**config.mk**
```make
export PLATFORM = sky130hd
export DESIGN_NAME = parallel_debounce
export DESIGN_NICKNAME = d
export VERILOG_FILES = /design/src/rtl/db_pkg.sv /design/src/rtl/db_history.sv /design/src/rtl/db_level.sv /design/src/rtl/parallel_debounce.sv
export SDC_FILE = /design/constraint.sdc
export NUM_CORES = 1
export LEC_CHECK = 0
export BUFFER_PORTS_ARGS = -buffer_cell sky130_fd_sc_hd__buf_2
export CAP_MARGIN = 20
export CORE_MARGIN = 4
export CORE_UTILIZATION = 53
export CTS_CLUSTER_SIZE = 30
export DETAILED_ROUTE_END_ITERATION = 10
export GPL_ROUTABILITY_DRIVEN = 1
export PLACE_DENSITY_LB_ADDON = 0.1
export REMOVE_ABC_BUFFERS = 1
export SYNTH_ARGS = -nofsm -noshare
export SYNTH_HDL_FRONTEND = slang
export SYNTH_SLANG_ARGS = --single-unit
```
**constraint.sdc**
```tcl
create_clock -name clk -period 1.2 [get_ports clk]
set_clock_uncertainty 0.1 [all_clocks]
set_input_delay 0.06 -clock clk [delete_from_list [all_inputs] [get_ports clk]]
set_output_delay 0.06 -clock clk [all_outputs]
set_load 0.02 [all_outputs]
```
**src/rtl/db_pkg.sv**
```systemverilog
package db_pkg;

    // number of earlier strobed samples kept per bit (window = current + these)
    localparam int HIST_LEN = 2;

    typedef enum logic [1:0] {
        ACT_HOLD = 2'd0,
        ACT_SET  = 2'd1,
        ACT_CLR  = 2'd2
    } act_e;

    // decide what the filtered level of one bit does for a given window
    function automatic act_e classify(input logic cur, input logic [HIST_LEN-1:0] past);
        act_e a;
        if (cur && (&past))
            a = ACT_SET;
        else if (!cur && !(|past))
            a = ACT_CLR;
        else
            a = ACT_HOLD;
        return a;
    endfunction

endpackage

```
**src/rtl/db_history.sv**
```systemverilog
module db_history
    import db_pkg::*;
#(
    parameter int WIDTH = 8
) (
    input  logic                          clk,
    input  logic                          rst,
    input  logic                          sample_en,
    input  logic [WIDTH-1:0]              raw_in,
    output logic [WIDTH-1:0][HIST_LEN-1:0] past_o
);

    // per bit: shift register of the previous strobed samples, [0] newest
    for (genvar b = 0; b < WIDTH; b++) begin : g_bit
        logic [HIST_LEN-1:0] sh_q;
        always_ff @(posedge clk) begin
            if (rst)
                sh_q <= '0;
            else if (sample_en)
                sh_q <= {sh_q[HIST_LEN-2:0], raw_in[b]};
        end
        assign past_o[b] = sh_q;
    end


    hist_hold_chk: assert property (@(posedge clk) disable iff (rst)
        !sample_en |=> $stable(past_o));


    hist_shift_chk: assert property (@(posedge clk) disable iff (rst)
        sample_en |=> (past_o[0][0] == $past(raw_in[0])));

endmodule

```
**src/rtl/db_level.sv**
```systemverilog
module db_level
    import db_pkg::*;
#(
    parameter int WIDTH = 8
) (
    input  logic                          clk,
    input  logic                          rst,
    input  logic                          sample_en,
    input  logic [WIDTH-1:0]              raw_in,
    input  logic [WIDTH-1:0][HIST_LEN-1:0] past_i,
    output logic [WIDTH-1:0]              level_o,
    output logic [WIDTH-1:0]              rise_o,
    output logic [WIDTH-1:0]              fall_o
);

    for (genvar b = 0; b < WIDTH; b++) begin : g_bit
        act_e act;
        logic lvl_q, rise_q, fall_q, lvl_d;

        always_comb begin
            act = classify(raw_in[b], past_i[b]);
            unique case (act)
                ACT_SET: lvl_d = 1'b1;
                ACT_CLR: lvl_d = 1'b0;
                default: lvl_d = lvl_q;
            endcase
        end

        always_ff @(posedge clk) begin
            if (rst) begin
                lvl_q  <= 1'b0;
                rise_q <= 1'b0;
                fall_q <= 1'b0;
            end else if (sample_en) begin
                lvl_q  <= lvl_d;
                rise_q <= lvl_d & ~lvl_q;
                fall_q <= ~lvl_d & lvl_q;
            end else begin
                rise_q <= 1'b0;
                fall_q <= 1'b0;
            end
        end

        assign level_o[b] = lvl_q;
        assign rise_o[b]  = rise_q;
        assign fall_o[b]  = fall_q;
    end


    flag_excl_chk: assert property (@(posedge clk) disable iff (rst)
        (rise_o & fall_o) == '0);


    rise_edge_chk: assert property (@(posedge clk) disable iff (rst)
        ((level_o & rise_o) == rise_o) && (($past(level_o) & rise_o) == '0));


    fall_edge_chk: assert property (@(posedge clk) disable iff (rst)
        ((level_o & fall_o) == '0) && (($past(level_o) & fall_o) == fall_o));


    idle_hold_chk: assert property (@(posedge clk) disable iff (rst)
        !sample_en |=> ($stable(level_o) && rise_o == '0 && fall_o == '0));


    reset_clear_chk: assert property (@(posedge clk)
        rst |=> (level_o == '0 && rise_o == '0 && fall_o == '0));

endmodule

```
**src/rtl/parallel_debounce.sv**
```systemverilog
module parallel_debounce
    import db_pkg::*;
#(
    parameter int WIDTH = 8
) (
    input  logic             clk,
    input  logic             rst,
    input  logic             sample_en,
    input  logic [WIDTH-1:0] raw_in,
    output logic [WIDTH-1:0] level_out,
    output logic [WIDTH-1:0] rise_out,
    output logic [WIDTH-1:0] fall_out
);

    logic [WIDTH-1:0][HIST_LEN-1:0] past_w;

    db_history #(.WIDTH(WIDTH)) u_hist (
        .clk       (clk),
        .rst       (rst),
        .sample_en (sample_en),
        .raw_in    (raw_in),
        .past_o    (past_w)
    );

    db_level #(.WIDTH(WIDTH)) u_lvl (
        .clk       (clk),
        .rst       (rst),
        .sample_en (sample_en),
        .raw_in    (raw_in),
        .past_i    (past_w),
        .level_o   (level_out),
        .rise_o    (rise_out),
        .fall_o    (fall_out)
    );

    // a window of all ones forces the level high
    set_win_chk: assert property (@(posedge clk) disable iff (rst)
        sample_en && (raw_in[0] && (&past_w[0])) |=> level_out[0]);

    // a window of all zeros forces the level low
    clr_win_chk: assert property (@(posedge clk) disable iff (rst)
        sample_en && (!raw_in[0] && !(|past_w[0])) |=> !level_out[0]);

endmodule

```
# ---- Word-level counts from Yosys, hierarchy flattened
# Index checks and enable logic that the tools add are counted.
dict set report word_totals {
  ff_bits 40
  latchBits 0
  ram_bits 0
  rom_bits 0
  in_bits 11
  wordCells 154
  mem_count 0
}
dict set report classes {
  add_sub_neg 0
  n_mul 0
  div_mod_pow 0
  order_cmp 0
  eq_ne 16
  shifts 0
  n_mux 24
  n_bitwise 33
  n_reduce_logical 49
}
# operator count
set op_table {}
lappend op_table {{2-bit 2-to-1 mux} 16}
lappend op_table {{2-bit OR reduction} 9}
lappend op_table {{1-bit NOT} 17}
lappend op_table {{1-bit bitwise AND} 16}
lappend op_table {{2-bit by 1-bit == test with 1-bit output, second input constant} 8}
lappend op_table {{2-bit == test, second input constant} 8}
lappend op_table {{1-bit logical AND} 16}
lappend op_table {{1-bit logical NOT} 16}
lappend op_table {{1-bit one-hot mux with 2 select lines} 8}
lappend op_table {{2-bit AND reduction} 8}

# ---- Logic depth before layout (Yosys ltp)
dict set report depth {
  depth_word 9
  depth_mapped 5
}

# ---- Modules after synthesis
# A second synthesis with hierarchy kept.
dict set report hier_totals {
  cells_unflattened 169
  hier_area_um2 1730.4
}
# module n_inst cells_each area_each_um2
set modules_own_cells {}
lappend modules_own_cells {db_level 1 117 1149.9}
lappend modules_own_cells {db_history 1 52 580.6}

# ---- Least setup slack after synthesis
# Ideal clock, no wire load.
dict set report synth_timing {
  path_type {reg2reg}
  start {reg u_hist.g_bit[4].sh_q[0]}
  end {reg u_lvl.g_bit[4].lvl_q}
  setup_time_ns 0.133
  arrival_time_ns 0.680
  required_time_ns 0.967
  setup_slack_ns 0.287
  path_stages_with_launch 3
  synth_period_minus_slack_ns 0.913
  path_cell_list {dfxtp_1 -> nor4b_2 -> nor4_2}
}
dict set report synth_via {
  elab_chain_cells 7
}
# item line
set synth_lines {}
lappend synth_lines {{start, declared} db_history.sv:15} ;# logic [HIST_LEN-1:0] sh_q;
lappend synth_lines {{start signal, assigned} db_history.sv:20} ;# sh_q <= {sh_q[HIST_LEN-2:0], raw_in[b]};
lappend synth_lines {{2-bit OR reduction} db_pkg.sv:17} ;# else if (!cur && !(|past))
lappend synth_lines {{1-bit logical NOT} db_pkg.sv:17}
lappend synth_lines {{1-bit logical AND} db_pkg.sv:17}
lappend synth_lines {{2-bit 2-to-1 mux} db_pkg.sv:17}
lappend synth_lines {{2-bit 2-to-1 mux (*)} db_pkg.sv:15} ;# if (cur && (&past))
lappend synth_lines {{2-bit == test / 2-bit by 1-bit == test with 1-bit output (equally long branches)} db_level.sv:22} ;# unique case (act)
lappend synth_lines {{1-bit one-hot mux with 2 select lines (*)} db_level.sv:22}
lappend synth_lines {{end signal, assigned} db_level.sv:35} ;# lvl_q <= lvl_d;
lappend synth_lines {{end, declared} db_level.sv:18} ;# logic lvl_q, rise_q, fall_q, lvl_d;
# Mark *: on every way between the ends. The rest lies on a longest branch, timed or not.
# A chain may end at the register's enable or synchronous reset.

# ---- Final worst setup path
dict set report layout_timing {
  start {in rst}
  end {reg u_lvl.g_bit[3].fall_q}
}
dict set report layout_via {
  elab_chain_cells 1
}
# item line
set layout_lines {}
lappend layout_lines {{start, declared} parallel_debounce.sv:7} ;# input logic rst,
lappend layout_lines {{2-bit OR reduction (no source line)} n/a}
lappend layout_lines {{end signal, assigned} db_level.sv:37} ;# fall_q <= ~lvl_d & lvl_q;
lappend layout_lines {{end, declared} db_level.sv:18}
# Every way passes these cells.

==> impl_metrics.yaml <==
finish:
  layout_common_cells: "40 x dfxtp_1, 34 x buf_2, 32 x nor2_1"
  area_growth_pct: 11.53
  final_common_cell: "dfxtp_1"
  final_nets: 202
  antenna_cells: 0
  final_core_util_pct: 62.42
  fill_cells: 284
  drive_above_1_share_pct: 27.08
logic_synthesis:
  syn_area_per_cell_um2: 10.22
  ys_seq_area_share_pct: 46.11
  synth_area_um2: 1737
  syn_inst: 170
  synth_cell_types: 15
  ys_seq_elements: 40
  synth_warnings: 0
clock_network:
  cts_root_buf: "clkbuf_4"
  h-tree-depth: 2
  numCtsBuffers: 5
  clock_latency_ns: 0.33
  clkSinkCount: 40
  cts_max_path_buffers: 2
  cts_setup_buffers: 0
  cts.clk_slew.worst_paths_ns: 0.11
  tritoncts: "built"
detailed_routing:
  final_antenna_net_count: 0
  vias: 1209
  drcViolationCount: 0
  first_iter_violations: 78
  drt_wl_total_mm: 2.901
  drt-vias-per-instance: 5.123
  drt_pre_antenna_iters: 6
  wl_per_cell_um: 12.29
critical_path:
  critPathMaxFanout: 16
  worstPathCellList: "dlygate4sd3_1 > buf_2 > nand2b_4 > nor4_1"
  rrSetupSlack_ns: 0.16
  arrival_ns: 1.25
  critPathBufInv: 2
  rr_worst_depth: 2
  critical_path.top_delay_family: "buffers and inverters"
  endpoint_kind: "flip-flop"
  regToRegEndpoint: "u_lvl.g_bit[5].lvl_q"
  slowest_stage: "dlygate4sd3_1"
  cp-start-kind: "input pin"
  cp_data_required_time_ns: 1.34
  slowest_delay_ns: 0.53
  r2r-start: "u_hist.g_bit[5].sh_q[1]"
  path_class: "input pin to flip-flop"
global_routing:
  grt_pass1_wl_mm: 4.919
  overflow: 0
  grt_max_degree: 21
  first_global_vias: 1150
  antenna_found_initial: 0
  grt_usage_pct: 14.85
floorplan:
  io_pins: 35
  rows: 20
  start_util_pct: 55.97
  core_um2: 3103
  die-area_um2: 4256
  die_w_um: 65.24
  die_h_um: 65.24
worst_hold_path:
  hold_start: "sample_en"
  hold_class: "input pin to flip-flop"
  whs_endpoint: "u_hist.g_bit[2].sh_q[0]"
  worstHoldPathCells: 3
sta:
  tightest_slew_ns: 0.3073
  slew_headroom_pct: 79.22
  finalCriticalPeriod_ns: 1.109
  period_share_pct: 92.42
  maxSlewViolCount: 0
  fin_setup_tns_ns: 0
  final-setup-viol-count: 0
  max_freq_mhz: 901.7
  setup_slack_ns: 0.09095
  hold_violations: 0
  rsz0062_at_grt: "false"
power:
  p_sw_uw: 542.5
  switching_share_pct: 21.31
  p_leak_uw: 0.0007882
  p_total_uw: 2545
  powerDensity_nw_per_um2: 1314
  seqPwrFrac_pct: 54.6
  power_frac_comb_pct: 7.6
  clkPwrFrac_pct: 37.8
  intPower_uw: 2003
  ir_worst_vdd_v: 0.0005697
placement:
  io_buffers: 34
  place_congestion: 0.7189
  place_ws_ns: 0.1190
  dp.final_hpwl_mm: 2.039
job:
  maxCapViolations: 0
status:
  status: "complete, no violations"
[power groups by stage]
stage | clock, uW | sequential, uW | combinational, uW
final | 963 | 1390 | 192
after global routing | 1040 | 1400 | 212
after CTS | 996 | 1390 | 193
after detailed placement | 0 | 1420 | 171
after global placement | 0 | 1420 | 163
after floorplan | 0 | 1410 | 79.3
[routing by layer]
layer  vias up  share of wire (%)  GRT usage (%)
met5         -                  0              0
met3         4                5.3          4.274
met4         0                1.4          6.995
met2        31                 52          27.18
met1       555                 41          15.42
li1        619                  -              -
[through the flow]
| step | std cells | cell area (um2) | hold WS (ns) |
|---|---|---|---|
| detailed placement | 219 | 1745 | 0.1916 |
| floorplan | 137 | 1478 | 0.03097 |
| CTS | 236 | 1931 | 0.01790 |
| global route | 236 | 1937 | 0.03622 |
| finish | 236 | 1937 | 0.03060 |
| global placement | 219 | 1745 | 0.1830 |
[cell families (layout without fill, tap and decap cells)]
kind of cell / after synthesis / in the layout / share of synthesized area [%]
buffers and inverters: 33 / 55 / 14.91
AND/OR/NAND/NOR: 73 / 73 / 26.87
flip-flops: 40 / 40 / 46.11
AO/OA/AOI/OAI: 8 / 8 / 2.882
multiplexers: 16 / 16 / 9.222
[how the worst max path moves through the flow]
stage	from	to	slack (ns)	depth (start not counted)
after floorplan	u_lvl.g_bit[4].lvl_q	u_lvl.g_bit[4].lvl_q	0.25	2
after global placement	sample_en	u_lvl.g_bit[6].lvl_q	0.21	4
after detailed placement	sample_en	u_lvl.g_bit[1].lvl_q	0.12	4
after CTS	u_lvl.g_bit[6].lvl_q	level_out[6]	0.08	1
after global routing	rst	u_lvl.g_bit[3].fall_q	0.004	4
final	rst	u_lvl.g_bit[3].fall_q	0.09	4
[cell type report]
cell class | instances | area [um2] | area share [%]
tap | 44 | 55.05 | 2.842
clock inverter | 1 | 30.03 | 1.550
clock buffer | 7 | 65.06 | 3.359
multi-input combinational | 97 | 683.2 | 35.27
timing repair buffer | 47 | 302.8 | 15.63
sequential | 40 | 800.8 | 41.34
[sequential cells by signal (all words and copies together), names as in the netlist]
| signal | flops |
|---|---|
| u_hist.g_bit.sh_q | 16 |
| u_lvl.g_bit.fall_q | 8 |
| u_lvl.g_bit.lvl_q | 8 |
| u_lvl.g_bit.rise_q | 8 |
[timing repair]
item                                    CTS  global route
gates resized for setup                   0             1
endpoints found under the setup margin    0             1
endpoints found under the hold margin    30             0
hold buffers                              9             0
[cells in the mapped netlist, drive strengths merged]
library cell	instances	share of area, %
a31oi	8	2.9
buf	31	14
clkbuf	2	0.43
dfxtp	40	46
mux2i	16	9.2
nand2b	9	3.7
nand4b	8	4.0
nor2	32	6.9
nor4	16	7.9
nor4b	8	4.4
[worst register-to-register path, stage by stage, from the launching register on]
cell and delay, ns:
dfxtp_1 0.45, a31oi_1 0.12, nor4_1 0.28
Note: power is estimated with default switching activity, not from simulation.
